`config.mk`:
```
export PLATFORM = sky130hd
export DESIGN_NAME = gpio_alias_port
export DESIGN_NICKNAME = d
export VERILOG_FILES = /design/src/rtl/gpio_alias_pkg.sv /design/src/rtl/gpio_wr_decode.sv /design/src/rtl/gpio_regfile.sv /design/src/rtl/gpio_rd_mux.sv /design/src/rtl/gpio_pin_drive.sv /design/src/rtl/gpio_alias_port.sv
export SDC_FILE = /design/constraint.sdc
export NUM_CORES = 1
export LEC_CHECK = 0
export BUFFER_PORTS_ARGS = -buffer_cell sky130_fd_sc_hd__buf_4
export CELL_PAD_IN_SITES_DETAIL_PLACEMENT = 1
export CELL_PAD_IN_SITES_GLOBAL_PLACEMENT = 1
export CORE_ASPECT_RATIO = 0.7
export CORE_MARGIN = 2
export CORE_UTILIZATION = 44
export DETAILED_ROUTE_END_ITERATION = 8
export PLACE_DENSITY_LB_ADDON = 0.1
export SLEW_MARGIN = 20
export SYNTH_ARGS = -nofsm -noshare
export SYNTH_HDL_FRONTEND = slang
export SYNTH_HIERARCHICAL = 1
export SYNTH_SLANG_ARGS = --single-unit
```
`constraint.sdc`:
```
create_clock -name clk -period 7.5 [get_ports clk]
set_input_delay 0.375 -clock clk [delete_from_list [all_inputs] [get_ports clk]]
set_output_delay 0.375 -clock clk [all_outputs]
set_load 0.005 [all_outputs]
```
`src/rtl/gpio_alias_pkg.sv`:
```
package gpio_alias_pkg;
    localparam int HALF_W  = 16;
    localparam int BUS_W   = 32;
    localparam int LANES   = BUS_W / 8;
    localparam int HLANES  = HALF_W / 8;
    localparam int HALVES  = BUS_W / HALF_W;
    localparam int WORDS   = 4;
    localparam int WORD_W  = $clog2(WORDS);

    typedef enum logic [2:0] {
        HOP_NONE, HOP_DIR, HOP_DATA, HOP_ENB, HOP_CLR, HOP_SET, HOP_TOG
    } half_op_e;

    typedef enum logic [1:0] {
        RSEL_DIR, RSEL_DATA, RSEL_ENB
    } rd_sel_e;

    typedef struct packed {
        half_op_e              op;
        logic [HALF_W-1:0]     val;
        logic [HALF_W-1:0]     bmask;
    } half_cmd_t;

    typedef struct packed {
        logic [HALF_W-1:0] dir;
        logic [HALF_W-1:0] data;
        logic [HALF_W-1:0] enb;
    } port_regs_t;

    // Expand per-byte strobes of one halfword into a bit mask.
    function automatic logic [HALF_W-1:0] lane_mask(input logic [HLANES-1:0] stb);
        logic [HALF_W-1:0] m;
        for (int i = 0; i < HLANES; i++) begin
            m[i*8 +: 8] = {8{stb[i]}};
        end
        return m;
    endfunction

    // Write map; half 0 is the lower byte offset (upper bits).
    function automatic half_op_e wr_map(input logic [WORD_W-1:0] word, input logic half);
        half_op_e op;
        case ({word, half})
            3'b000:  op = HOP_DIR;
            3'b001:  op = HOP_DATA;
            3'b010:  op = HOP_ENB;
            3'b011:  op = HOP_CLR;
            3'b101:  op = HOP_SET;
            3'b111:  op = HOP_TOG;
            default: op = HOP_NONE;
        endcase
        return op;
    endfunction

    // Read map with mirrors.
    function automatic rd_sel_e rd_map(input logic [WORD_W-1:0] word, input logic half);
        rd_sel_e s;
        if (half)
            s = RSEL_DATA;
        else if (word == WORD_W'(1))
            s = RSEL_ENB;
        else
            s = RSEL_DIR;
        return s;
    endfunction

    function automatic logic [HALF_W-1:0] merge(
        input logic [HALF_W-1:0] old_v,
        input logic [HALF_W-1:0] new_v,
        input logic [HALF_W-1:0] m);
        return (old_v & ~m) | (new_v & m);
    endfunction

    function automatic port_regs_t apply_cmd(input port_regs_t r, input half_cmd_t c);
        port_regs_t n;
        logic [HALF_W-1:0] hit;
        n   = r;
        hit = c.val & c.bmask;
        case (c.op)
            HOP_DIR:  n.dir  = merge(r.dir,  c.val, c.bmask);
            HOP_DATA: n.data = merge(r.data, c.val, c.bmask);
            HOP_ENB:  n.enb  = merge(r.enb,  c.val, c.bmask);
            HOP_CLR:  n.data = r.data & ~hit;
            HOP_SET:  n.data = r.data | hit;
            HOP_TOG:  n.data = r.data ^ hit;
            default:  n = r;
        endcase
        return n;
    endfunction
endpackage

```
`src/rtl/gpio_wr_decode.sv`:
```
module gpio_wr_decode
    import gpio_alias_pkg::*;
(
    input  logic                        wr,
    input  logic [WORD_W-1:0]           word,
    input  logic [LANES-1:0]            be,
    input  logic [BUS_W-1:0]            wdata,
    output half_cmd_t [HALVES-1:0]      cmds
);
    for (genvar h = 0; h < HALVES; h++) begin : g_half
        localparam int TOP_BIT = BUS_W - 1 - h * HALF_W;
        localparam int TOP_STB = LANES - 1 - h * HLANES;
        logic [HLANES-1:0] stb;
        assign stb = be[TOP_STB -: HLANES];
        always_comb begin
            cmds[h].val   = wdata[TOP_BIT -: HALF_W];
            cmds[h].bmask = lane_mask(stb);
            cmds[h].op    = (wr && (|stb)) ? wr_map(word, h[0]) : HOP_NONE;
        end
    end
endmodule

```
`src/rtl/gpio_regfile.sv`:
```
module gpio_regfile
    import gpio_alias_pkg::*;
(
    input  logic                    clk,
    input  logic                    rst,
    input  half_cmd_t [HALVES-1:0]  cmds,
    output port_regs_t              regs
);
    port_regs_t regs_q;
    port_regs_t regs_d;

    always_comb begin
        regs_d = regs_q;
        for (int h = 0; h < HALVES; h++) begin
            regs_d = apply_cmd(regs_d, cmds[h]);
        end
    end

    always_ff @(posedge clk) begin
        if (rst)
            regs_q <= '0;
        else
            regs_q <= regs_d;
    end

    assign regs = regs_q;
endmodule

```
`src/rtl/gpio_rd_mux.sv`:
```
module gpio_rd_mux
    import gpio_alias_pkg::*;
(
    input  logic [WORD_W-1:0]   word,
    input  port_regs_t          regs,
    output logic [BUS_W-1:0]    rdata
);
    for (genvar h = 0; h < HALVES; h++) begin : g_half
        localparam int TOP_BIT = BUS_W - 1 - h * HALF_W;
        always_comb begin
            case (rd_map(word, h[0]))
                RSEL_DATA: rdata[TOP_BIT -: HALF_W] = regs.data;
                RSEL_ENB:  rdata[TOP_BIT -: HALF_W] = regs.enb;
                default:   rdata[TOP_BIT -: HALF_W] = regs.dir;
            endcase
        end
    end
endmodule

```
`src/rtl/gpio_pin_drive.sv`:
```
module gpio_pin_drive
    import gpio_alias_pkg::*;
(
    input  port_regs_t          regs,
    output logic [HALF_W-1:0]   pin_out,
    output logic [HALF_W-1:0]   pin_oe
);
    for (genvar i = 0; i < HALF_W; i++) begin : g_pin
        assign pin_out[i] = regs.data[i];
        assign pin_oe[i]  = regs.dir[i] & regs.enb[i];
    end
endmodule

```
`src/rtl/gpio_alias_port.sv`:
```
module gpio_alias_port
    import gpio_alias_pkg::*;
(
    input  logic                clk,
    input  logic                rst,
    input  logic                bus_wr,
    input  logic [WORD_W-1:0]   bus_word,
    input  logic [LANES-1:0]    bus_be,
    input  logic [BUS_W-1:0]    bus_wdata,
    output logic [BUS_W-1:0]    bus_rdata,
    output logic [HALF_W-1:0]   pin_out,
    output logic [HALF_W-1:0]   pin_oe
);
    half_cmd_t [HALVES-1:0] cmds;
    port_regs_t             regs;

    gpio_wr_decode u_dec (
        .wr    (bus_wr),
        .word  (bus_word),
        .be    (bus_be),
        .wdata (bus_wdata),
        .cmds  (cmds)
    );

    gpio_regfile u_regs (
        .clk  (clk),
        .rst  (rst),
        .cmds (cmds),
        .regs (regs)
    );

    gpio_rd_mux u_rd (
        .word  (bus_word),
        .regs  (regs),
        .rdata (bus_rdata)
    );

    gpio_pin_drive u_pins (
        .regs    (regs),
        .pin_out (pin_out),
        .pin_oe  (pin_oe)
    );
endmodule

```
==> Implementation_results.wiki, run 1 <==
{| class="wikitable"
! Metric !! Value
|-
| Cells on worst reg2reg path || 7
|-
| Total cell area at the placement stage || 5807 um^2
|-
| Number of flip-flops under the largest register name || 48
|-
| Cell taking the most area after synthesis || sky130_fd_sc_hd__dfxtp_1
|-
| Setup violation total in the final timing report || 0
|-
| Clock slew at the register clock pins of the worst setup and hold paths || 70 ps
|-
| Number of antenna violations at the first check in global routing || 0
|-
| Number of pins exceeding their max-slew limit in the final report || 20
|-
| Top cells by area in the synthesized netlist || sky130_fd_sc_hd__dfxtp_1, sky130_fd_sc_hd__buf_4, sky130_fd_sc_hd__nand2_1, sky130_fd_sc_hd__ha_1, sky130_fd_sc_hd__a311oi_1
|-
| First-pass DRT Iterations || 4
|-
| Total number of H-tree levels || 2
|-
| Area share of the largest cell type after synthesis || 16.79%
|-
| Horizontal die dimension || 140.3 um
|-
| Via count of the first global-routing pass || 6101
|-
| Failing checks || max-slew violations
|-
| Number of enable flip-flop cells after synthesis || 0
|-
| Final-layout worst hold slack || 393.8 ps
|-
| Area added between synthesis and finish || 3.781%
|-
| Yosys warning count || 6
|-
| Most instantiated cells after synthesis || sky130_fd_sc_hd__nand2_1, sky130_fd_sc_hd__buf_4, sky130_fd_sc_hd__nor2_1, sky130_fd_sc_hd__dfxtp_1, sky130_fd_sc_hd__a21oi_1
|-
| Starting utilization of the core area || 45.61%
|-
| ANT cells || 0
|-
| Most used standard cell by instance count after synthesis || sky130_fd_sc_hd__nand2_1
|-
| Number of input and output port buffers inserted || 104
|-
| Max-slew headroom at the worst pin || -1.417%
|-
| Crit-path max FO || 52
|-
| Number of nets with antenna violations after detailed routing || 0
|-
| RSZ-0062 raised after global routing || false
|-
| Type of element capturing the critical path || flip-flop
|-
| Critical Path RT || 7690 ps
|-
| Hold Path Origin || bus_wdata[9]
|-
| Filler cells || 1624
|-
| Placed Cells || 930
|-
| Areal power density over the cells || 144.4 nW/um^2
|-
| Final count of hold timing violations || 0
|-
| Leftover overflow at the end of global routing || 0
|-
| Post-synthesis average cell area || 7.137 um^2
|-
| Path class of the lowest-slack min-delay path || in -> reg
|-
| Global placement routability congestion || 0.7879
|-
| Combinational power share || 38.9%
|-
| Floorplan die area || 13950 um^2
|-
| Crit Reg-Reg Startpoint || u_regs/regs[29]
|-
| Overall via count from detail_route || 5708
|-
| I/O pin count || 105
|-
| Setup slack on the worst flop-to-flop path || 5610 ps
|-
| Placeable core region || 12550 um^2
|-
| Die height || 99.43 um
|-
| Clock insertion delay at the later pin of the skew report || 290 ps
|-
| Sequential share of the synthesized area || 16.79%
|-
| Post-Layout Inst Area || 5941 um^2
|-
| Final critical-path share of the clock period || 51.27%
|-
| Max VDD drop || 0.08577 mV
|-
| Critical path launch point type || input pin
|-
| Final worst path period need || 3846 ps
|-
| Setup clock skew after layout || 0 ps
|-
| FMAX || 260.0 MHz
|-
| Cell count after synthesis || 802
|-
| Clock power share || 27.0%
|-
| Sequential fraction of design power || 34.1%
|-
| Yosys cell types || 40
|-
| Net count after synthesis || 880
|-
| Post-DP HPWL || 12750 um
|-
| Wire length of the first global-routing pass || 30600 um
|-
| Critical path type || in -> reg
|-
| Sw frac || 37.24%
|-
| Post-route insts no fill || 937
|-
| Postcts setup bufs || 0
|-
| Post-Synthesis Cell Area || 5724 um^2
|-
| DRC viols || 0
|-
| Hold_buf cts || 0
|-
| Primary FF master, synth || sky130_fd_sc_hd__dfxtp_1
|-
| Worst endpoint data arrival time || 4030 ps
|-
| Layout cells sized above 1 || 20.52%
|-
| TritonCTS sink count || 48
|-
| End point of the worst hold path || u_regs/regs[9]
|-
| Buffer cell driving the clock tree root || sky130_fd_sc_hd__clkbuf_16
|-
| Fraction of registers with async set/reset || 0%
|-
| Int Pwr || 0.0005383 W
|-
| Slack of the critical path || 3654 ps
|-
| Std cell rows || 34
|-
| Count of cells along the worst hold path || 3
|-
| Global Route Usage Sum || 27.38%
|-
| Maximum number of pins on one net before global-route repair || 53
|-
| Actual slew at the worst max-slew pin || 1518 ps
|-
| Post-detailed-route wirelength per cell || 20.53 um
|-
| Leak Pwr || 2.500 nW
|-
| Total of cells resized after clock tree synthesis || 0
|-
| Register bit total from synthesis || 48
|-
| Max-cap violations || 0
|-
| Net Sw Power || 0.0003195 W
|-
| R2r endpoint || u_regs/regs[29]
|-
| Initial detailed-routing violation count || 277
|-
| TritonCTS clock tree || yes
|-
| Via density per instance || 6.092
|-
| Pre-CTS WS || 3387 ps
|-
| Clk buf depth || 2
|-
| Net count reported at finish || 853
|-
| Sum Neg Setup Slack || 0 ps
|-
| Total CTS buffers || 5
|-
| Status || finished, violations left
|-
| Wire length after detailed routing || 19240 um
|}
==> power groups by stage <==
stage          Combinational (W)  Clock [W]  Sequential, W
2_1_floorplan           0.000264          0       0.000289
3_3_place_gp            0.000300          0       0.000296
3_5_place_dp            0.000324          0       0.000298
4_1_cts                 0.000326   0.000238       0.000292
5_1_grt                 0.000368   0.000243       0.000295
6_report                0.000334   0.000232       0.000292
==> kinds of logic (layout without fill, tap and decap cells) <==
family / after synthesis / after routing / synth area share [%]
and+or+nand+nor: 378 / 378 / 33.62
buffers and inverters: 165 / 138 / 18.23
AOI/OAI and AO/OA: 157 / 157 / 19.41
DFF: 48 / 48 / 16.79
adders and majority gates: 37 / 37 / 8.087
muxes: 16 / 16 / 3.803
other: 1 / 1 / 0.06551
==> how the worst max path moves through the flow <==
stage / start / to / slack [ps] / cells past startpoint
CTS: bus_be[3] / u_regs/regs[24] / 3700 / 12
global route: bus_be[3] / u_regs/regs[24] / 3430 / 12
floorplan: bus_word[1] / u_regs/regs[24] / 4880 / 15
detailed placement: bus_be[3] / u_regs/regs[24] / 3390 / 12
finish: bus_be[3] / u_regs/regs[24] / 3650 / 12
global placement: bus_be[3] / u_regs/regs[24] / 3610 / 12
==> metrics by stage <==
| stage | total power, W | util [%] |
|---|---|---|
| global placement | 0.0005962 | 46.27 |
| detailed placement | 0.0006224 | 46.27 |
| finish | 0.0008578 | 47.34 |
| CTS | 0.0008567 | 47.34 |
| floorplan | 0.0005534 | - |
| global route | 0.0009066 | 47.34 |
==> routing by layer <==
metal  global-route usage (%)  up-vias  wire length, um
li1                         -     2635                -
met5                        0        -                0
met2                    48.38      175             9293
met3                    4.285       35             1003
met4                    9.790        0              397
met1                    34.03     2863             8544
==> area by class of cell <==
| type | count | area, um^2 | share of cell area [%] |
|---|---|---|---|
| Clock buffer | 6 | 128.9 | 2.169 |
| Timing Repair Buffer | 111 | 833.3 | 14.03 |
| Clock inverter | 1 | 5.005 | 0.08425 |
| Sequential cell | 48 | 960.9 | 16.18 |
| Inverter | 20 | 75.07 | 1.264 |
| Multi-Input combinational cell | 589 | 3735 | 62.87 |
| Tap cell | 162 | 202.7 | 3.412 |
==> worst max-delay path: stages <==
cell                      delay (ps)
sky130_fd_sc_hd__buf_4           460
sky130_fd_sc_hd__o21ai_2         150
sky130_fd_sc_hd__nor2_2          610
sky130_fd_sc_hd__or3b_1          810
sky130_fd_sc_hd__a21oi_1          80
sky130_fd_sc_hd__o31a_1          310
sky130_fd_sc_hd__a211o_1         250
sky130_fd_sc_hd__ha_1            200
sky130_fd_sc_hd__nor2b_1         130
sky130_fd_sc_hd__o22ai_1         230
sky130_fd_sc_hd__a21oi_1         140
sky130_fd_sc_hd__o211a_1         250
==> placed cells by master, fill, tap and decap left out, types with 2 or more instances in the layout <==
cell type                   instances
sky130_fd_sc_hd__a211oi_1           8
sky130_fd_sc_hd__a21oi_1           41
sky130_fd_sc_hd__a21oi_2            9
sky130_fd_sc_hd__a22oi_1           16
sky130_fd_sc_hd__a311oi_1          31
sky130_fd_sc_hd__and2_1            18
sky130_fd_sc_hd__and3b_1            2
sky130_fd_sc_hd__buf_4            111
sky130_fd_sc_hd__clkbuf_16          5
sky130_fd_sc_hd__dfxtp_1           48
sky130_fd_sc_hd__ha_1              37
sky130_fd_sc_hd__inv_1             20
sky130_fd_sc_hd__mux2_2             6
sky130_fd_sc_hd__mux2_4            10
sky130_fd_sc_hd__nand2_1          144
sky130_fd_sc_hd__nand2b_1          34
sky130_fd_sc_hd__nand3_1           31
sky130_fd_sc_hd__nand4b_1          16
sky130_fd_sc_hd__nor2_1            52
sky130_fd_sc_hd__nor2_2             2
sky130_fd_sc_hd__nor2b_1           35
sky130_fd_sc_hd__nor3_1            20
sky130_fd_sc_hd__nor3_2            10
sky130_fd_sc_hd__nor3b_1            8
sky130_fd_sc_hd__nor3b_4            2
sky130_fd_sc_hd__o211a_1           16
sky130_fd_sc_hd__o21ai_0           16
sky130_fd_sc_hd__o21ai_2            2
sky130_fd_sc_hd__o22ai_1           16
(Power assumes the default switching activity.)
==> inputs of run 2 (changes only) <==
--- a/config.mk
+++ b/config.mk
@@ -10,7 +10,7 @@
 export CELL_PAD_IN_SITES_GLOBAL_PLACEMENT = 1
 export CORE_ASPECT_RATIO = 0.7
 export CORE_MARGIN = 2
-export CORE_UTILIZATION = 44
+export CORE_UTILIZATION = 37
 export DETAILED_ROUTE_END_ITERATION = 8
 export PLACE_DENSITY_LB_ADDON = 0.1
 export SLEW_MARGIN = 20
==> constraint.sdc (replaced) <==
create_clock -name clk -period 3.2 [get_ports clk]
set_input_delay 0.16 -clock clk [delete_from_list [all_inputs] [get_ports clk]]
set_output_delay 0.16 -clock clk [all_outputs]
set_load 0.005 [all_outputs]
==> run 2 against run 1 <==
Net effect:
- the run now ends clean
- total power increased to 2.5 times the previous value
- highest routed layer unchanged
- sequential share of layout area decreased by 0.66 points
- clock-buffer cell count increased by 1
- sequential power increased by 130%
- critical endpoint is now u_regs/regs[29]
- global-route usage decreased by 3.1 points
- register-to-register slack got worse by 4300 ps
==> Implementation_results.wiki, run 2 (synthesis results as in run 1) <==
{| class="wikitable"
! Metric !! Value
|-
| Highest-count cells in the layout ignoring fill and taps || sky130_fd_sc_hd__nand2_1, sky130_fd_sc_hd__buf_4, sky130_fd_sc_hd__nor2_1, sky130_fd_sc_hd__dfxtp_1, sky130_fd_sc_hd__a21oi_1
|-
| GR Util met1 || 32.65%
|-
| Starting utilization of the core area || 38.40%
|-
| Number of pins exceeding their max-slew limit in the final report || 0
|-
| Crit Reg-Reg Startpoint || u_regs/regs[29]
|-
| Number of antenna violations at the first check in global routing || 0
|-
| Setup slack on the worst flop-to-flop path || 1320 ps
|-
| Horizontal die dimension || 152.7 um
|-
| Number of input and output port buffers inserted || 104
|-
| Postcts setup bufs || 0
|-
| Path class of the lowest-slack min-delay path || in -> reg
|-
| Layout cells sized above 1 || 22.84%
|-
| Type of element capturing the critical path || flip-flop
|-
| Hold_buf cts || 0
|-
| Last element of the critical path || u_regs/regs[29]
|-
| Net count reported at finish || 874
|-
| Crit-path leading delay family || simple AND/OR/NAND/NOR gates
|-
| Wire length after detailed routing || 20310 um
|-
| Post-detailed-route wirelength per cell || 20.47 um
|-
| Die height || 108.1 um
|-
| Worst endpoint data arrival time || 3080 ps
|-
| Critical path launch point type || input pin
|-
| Final critical-path share of the clock period || 88.37%
|-
| Number of flip-flops under the largest register name || 48
|-
| Most common cell after layout, fill and taps aside || sky130_fd_sc_hd__nand2_1
|-
| Overall via count from detail_route || 5758
|-
| Number of nets with antenna violations after detailed routing || 0
|-
| Overall power || 0.002170 W
|-
| Critical Path RT || 3450 ps
|-
| Max-cap violations || 0
|-
| Final worst path period need || 2828 ps
|-
| Leak Pwr || 2.629 nW
|-
| Placed Cells || 984
|-
| Total CTS buffers || 5
|-
| R2r endpoint || u_regs/regs[29]
|-
| RSZ-0062 raised after global routing || false
|-
| FMAX || 353.6 MHz
|-
| ANT cells || 0
|-
| Actual slew at the worst max-slew pin || 1365 ps
|-
| Total of cells resized after clock tree synthesis || 0
|-
| Placeable core region || 14910 um^2
|-
| Crit-path max FO || 17
|-
| Via count of the first global-routing pass || 6022
|-
| Area added between synthesis and finish || 8.219%
|-
| M3 GR Usage || 3.126%
|-
| Post-DP HPWL || 14330 um
|-
| Buffers plus inverters on the worst setup path || 5
|-
| Crit-path max cell delay || 360 ps
|-
| Std cell rows || 37
|-
| Depth of the critical timing path with buffers and inverters included || 16
|-
| Sum Neg Setup Slack || 0 ps
|-
| CP startpoint || bus_word[1]
|-
| Clk buf depth || 2
|-
| Wire length of the first global-routing pass || 31950 um
|-
| Floorplan die area || 16500 um^2
|-
| Final Util || 41.56%
|-
| Status || complete, no violations
|-
| Areal power density over the cells || 350.4 nW/um^2
|-
| TritonCTS sink count || 48
|-
| Global placement routability congestion || 0.7780
|-
| Busiest layer in global routing || met2
|-
| Setup clock skew after layout || 0 ps
|-
| Final-layout worst hold slack || 170.7 ps
|-
| Clock insertion delay at the later pin of the skew report || 300 ps
|-
| Maximum number of pins on one net before global-route repair || 52
|-
| Setup violation total in the final timing report || 0
|-
| Count of cells along the worst hold path || 3
|-
| Met2 layer usage reported by global route || 41.38%
|-
| Initial detailed-routing violation count || 293
|-
| DRC viols || 0
|-
| Final count of hold timing violations || 0
|-
| Critical path type || in -> reg
|-
| Post-route insts no fill || 992
|-
| Via density per instance || 5.804
|-
| Max VDD drop || 0.1919 mV
|-
| Max stage delay cell, worst path || sky130_fd_sc_hd__nor3_1
|-
| Clock slew at the register clock pins of the worst setup and hold paths || 70 ps
|-
| Global Route Usage Sum || 24.28%
|-
| Cells on worst reg2reg path || 7
|-
| I/O pin count || 105
|-
| Leftover overflow at the end of global routing || 0
|-
| Max-slew headroom at the worst pin || 8.812%
|-
| First-pass DRT Iterations || 5
|-
| TritonCTS clock tree || yes
|-
| Total number of H-tree levels || 2
|-
| Ordered list of cells on the worst path || buf_4 > inv_1 > ha_1 > inv_1 > nor2_1 > nor2b_1 > buf_12 > or2_1 > buf_4 > nor2_1 > nor3_1 > ha_1 > nor2b_1 > o22ai_1 > a21oi_1 > o211a_1
|-
| Buffer cell driving the clock tree root || sky130_fd_sc_hd__clkbuf_16
|}
==> run 2: changes by cell type in the layout (fill, tap and decap cells not counted) <==
cell / delta
sky130_fd_sc_hd__buf_4: +20
sky130_fd_sc_hd__buf_12: +1
sky130_fd_sc_hd__clkbuf_8: +2
sky130_fd_sc_hd__bufinv_16: +1
sky130_fd_sc_hd__clkinv_2: -1
sky130_fd_sc_hd__nor3b_2: +1
sky130_fd_sc_hd__nor3b_4: -1
sky130_fd_sc_hd__clkbuf_1: -1
==> run 2: worst register-to-register path, cell delays in order, from the launching register on <==
cell and delay, ps:
sky130_fd_sc_hd__dfxtp_1 440, sky130_fd_sc_hd__nor2_1 80, sky130_fd_sc_hd__nor3_1 360, sky130_fd_sc_hd__ha_1 320, sky130_fd_sc_hd__nor2b_1 150, sky130_fd_sc_hd__o22ai_1 130
sky130_fd_sc_hd__a21oi_1 200, sky130_fd_sc_hd__o211a_1 140
==> run 2: where the power goes <==
part | switching, W | leakage [nW] | internal, W | total, W
registers | 0.0000528 | 0.391 | 0.000634 | 0.000686
clock network | 0.000268 | 0.0901 | 0.000413 | 0.000681
logic | 0.000445 | 2.15 | 0.000357 | 0.000803
==> run 2: layout make-up <==
class / instances / area (um^2)
clock buffers: 7 / 152.6
clock inverters: 1 / 30.03
fillers: 1886 / 8712
inverters: 20 / 75.07
multi-input cells: 589 / 3729
flip-flops and latches: 48 / 960.9
well taps: 195 / 244.0
repair buffers: 132 / 1003
==> run 2: worst min path at each step <==
stage                               start               to  slack [ps]
after global placement    u_regs/regs[33]  u_regs/regs[33]         480
after global routing         bus_wdata[5]  u_regs/regs[37]         170
final                        bus_wdata[4]   u_regs/regs[4]         170
after floorplan                 bus_be[1]  u_regs/regs[40]         450
after CTS                    bus_wdata[4]   u_regs/regs[4]         160
after detailed placement   u_regs/regs[4]   u_regs/regs[4]         490
==> run 2: per-layer routing <==
metal | share of wire [%] | up-vias
met5 | 0 | -
li1 | - | 2681
met2 | 46 | 158
met1 | 48 | 2892
met4 | 1.6 | 0
met3 | 4.4 | 27
==> run 2: through the flow <==
stage / instance area, um^2 / setup slack, ps
floorplan: 5724 / 795.5
global placement: 6012 / 398.4
detailed placement: 6012 / 99.68
CTS: 6195 / 417.1
global route: 6195 / 170.4
finish: 6195 / 372.1
==> inputs of run 3 (changes only) <==
--- a/config.mk
+++ b/config.mk
@@ -8,11 +8,11 @@
 export BUFFER_PORTS_ARGS = -buffer_cell sky130_fd_sc_hd__buf_4
 export CELL_PAD_IN_SITES_DETAIL_PLACEMENT = 1
 export CELL_PAD_IN_SITES_GLOBAL_PLACEMENT = 1
-export CORE_ASPECT_RATIO = 0.7
+export CORE_ASPECT_RATIO = 1.4
 export CORE_MARGIN = 2
-export CORE_UTILIZATION = 37
+export CORE_UTILIZATION = 44
 export DETAILED_ROUTE_END_ITERATION = 8
-export PLACE_DENSITY_LB_ADDON = 0.1
+export PLACE_DENSITY = 0.86
 export SLEW_MARGIN = 20
 export SYNTH_ARGS = -nofsm -noshare
 export SYNTH_HDL_FRONTEND = slang
==> constraint.sdc (replaced) <==
create_clock -name clk -period 3.35 [get_ports clk]
set_input_delay 0.1675 -clock clk [delete_from_list [all_inputs] [get_ports clk]]
set_output_delay 0.1675 -clock clk [all_outputs]
set_load 0.005 [all_outputs]
==> run 3 against run 2 <==
Net effect:
- first-iteration DRC count shrank 0.68%
- total power shrank 6.6%
- clock skew is the same
- sequential share of layout area grew 0.31 points
- via count grew 1.8%
- wire length shrank 4.2%
- die area shrank 15%
- core utilization grew 6.1 points
- non-clock buffer count shrank 5
- critical path type unchanged
- critical endpoint is now u_regs/regs[16]
==> Implementation_results.wiki, run 3 (synthesis results as in run 1) <==
{| class="wikitable"
! Metric !! Value
|-
| Floorplan die area || 13950 um^2
|-
| Top metal layer carrying routed signals || met4
|-
| Clk buf depth || 2
|-
| Critical path type || in -> reg
|-
| Dominant cell type by count on the critical path || sky130_fd_sc_hd__buf_4
|-
| Starting utilization of the core area || 44.89%
|-
| Layout cells sized above 1 || 22.22%
|-
| RSZ-0062 raised after global routing || false
|-
| Global placement routability congestion || 0.8364
|-
| Crit-path max FO || 17
|-
| Most common cell after layout, fill and taps aside || sky130_fd_sc_hd__nand2_1
|-
| Actual slew at the worst max-slew pin || 1437 ps
|-
| Number of antenna violations at the first check in global routing || 0
|-
| ANT cells || 0
|-
| Ordered list of cells on the worst path || buf_4 > inv_1 > ha_1 > inv_1 > nor2_1 > nor2b_1 > buf_4 > or2_1 > buf_4 > nor2_1 > nor3_1 > ha_1 > nor2b_1 > o22ai_1 > a21oi_1 > o211a_1
|-
| Net count reported at finish || 869
|-
| TritonCTS sink count || 48
|-
| Critical path launch point type || input pin
|-
| Setup clock skew after layout || 0 ps
|-
| Postcts setup bufs || 0
|-
| Type of element capturing the critical path || flip-flop
|-
| I/O pin count || 105
|-
| Clock slew at the register clock pins of the worst setup and hold paths || 70 ps
|-
| Via count of the first global-routing pass || 6320
|-
| Final Util || 47.63%
|-
| Overall via count from detail_route || 5861
|-
| Number of flip-flops under the largest register name || 48
|-
| Placeable core region || 12750 um^2
|-
| Number of nets with antenna violations after detailed routing || 0
|-
| Max VDD drop || 0.1932 mV
|-
| M1 wire length || 7254 um
|-
| Met3 wire len || 975 um
|-
| Area added between synthesis and finish || 6.098%
|-
| Total of cells resized after clock tree synthesis || 0
|-
| Max-slew headroom at the worst pin || 3.974%
|-
| Final count of hold timing violations || 0
|-
| Maximum number of pins on one net before global-route repair || 52
|-
| Total number of H-tree levels || 2
|-
| Leak Pwr || 2.592 nW
|-
| Via density per instance || 6.202
|-
| Areal power density over the cells || 333.8 nW/um^2
|-
| Number of pins exceeding their max-slew limit in the final report || 0
|-
| Hold_buf cts || 0
|-
| Std cell rows || 49
|-
| Critical Path RT || 3600 ps
|-
| TritonCTS clock tree || yes
|-
| Post-DP HPWL || 13440 um
|-
| Final critical-path share of the clock period || 81.79%
|-
| Die height || 139.0 um
|-
| Sum Neg Setup Slack || 0 ps
|-
| Initial detailed-routing violation count || 291
|-
| Buffer cell driving the clock tree root || sky130_fd_sc_hd__clkbuf_16
|-
| Setup violation total in the final timing report || 0
|-
| Amount of wire on met2 after detailed routing || 10520 um
|-
| Clock insertion delay at the later pin of the skew report || 300 ps
|-
| First-pass DRT Iterations || 5
|-
| Max stage delay cell, worst path || sky130_fd_sc_hd__ha_1
|-
| Status || complete, no violations
|-
| Number of input and output port buffers inserted || 104
|-
| FMAX || 365.0 MHz
|-
| Crit-path max cell delay || 310 ps
|-
| Max-cap violations || 0
|-
| Total CTS buffers || 5
|-
| Post-detailed-route wirelength per cell || 20.59 um
|-
| Horizontal die dimension || 100.4 um
|-
| Wire length of the first global-routing pass || 30790 um
|-
| DRC viols || 0
|-
| Path class of the lowest-slack min-delay path || in -> reg
|-
| Leftover overflow at the end of global routing || 0
|-
| Highest-count cells in the layout ignoring fill and taps || sky130_fd_sc_hd__nand2_1, sky130_fd_sc_hd__buf_4, sky130_fd_sc_hd__nor2_1, sky130_fd_sc_hd__dfxtp_1, sky130_fd_sc_hd__a21oi_1
|-
| Worst endpoint data arrival time || 2990 ps
|-
| Global Route Usage Sum || 27.43%
|-
| Wire length after detailed routing || 19460 um
|-
| Final worst path period need || 2740 ps
|}
[run 3: changes by cell type in the layout (fill, tap and decap cells not counted), sizes merged]
cell	previous run	this run
clkbuf	7	6
clkinv	0	1
buf	132	127
[run 3: area by class of cell]
class | instances | area [um^2]
repair buffers | 127 | 953.4
flip-flops and latches | 48 | 960.9
fillers | 1662 | 6679
clock inverters | 2 | 35.03
clock buffers | 6 | 128.9
inverters | 20 | 75.07
well taps | 153 | 191.4
multi-input cells | 589 | 3729
[run 3: metrics by stage]
step | area, um^2 | power (W) | cells | hold WS (ps) | worst slack (ps)
3_3_place_gp | 5909 | 0.001343 | 937 | 478.5 | 549.9
4_1_cts | 6073 | 0.002015 | 945 | 184.5 | 641.8
2_1_floorplan | 5724 | 0.001239 | 802 | 462.1 | 938.0
5_1_grt | 6073 | 0.002123 | 945 | 194.4 | 389.1
6_report | 6073 | 0.002027 | 945 | 187.2 | 610.1
3_5_place_dp | 5909 | 0.001406 | 937 | 495.8 | 366.7
[run 3: final timing paths]
path	depth (start not counted)	from	slack, ps	to
max	16	bus_word[1]	610	u_regs/regs[16]
min	3	bus_wdata[8]	190	u_regs/regs[40]
max reg2reg	7	u_regs/regs[22]	1550	u_regs/regs[22]
min reg2reg	2	u_regs/regs[5]	500	u_regs/regs[5]
[run 3: critical path, delay by kind of cell]
kind | cells | cell delay (ps)
AND/OR/NAND/NOR | 6 | 1130
adder cells (fa/ha/maj) | 2 | 480
buffers and inverters | 5 | 740
AO/OA/AOI/OAI | 3 | 460
[run 3: layer usage]
metal	up-vias	global-route usage (%)
li1	2671	-
met1	2903	29.19
met5	-	0
met3	67	3.226
met4	0	13.48
met2	220	51.85
[run 3: power breakdown]
| group | internal, W | total (W) | switching [W] |
|---|---|---|---|
| Sequential | 0.000605 | 0.000655 | 0.0000502 |
| Clock | 0.000353 | 0.000611 | 0.000258 |
| Combinational | 0.000338 | 0.000761 | 0.000423 |
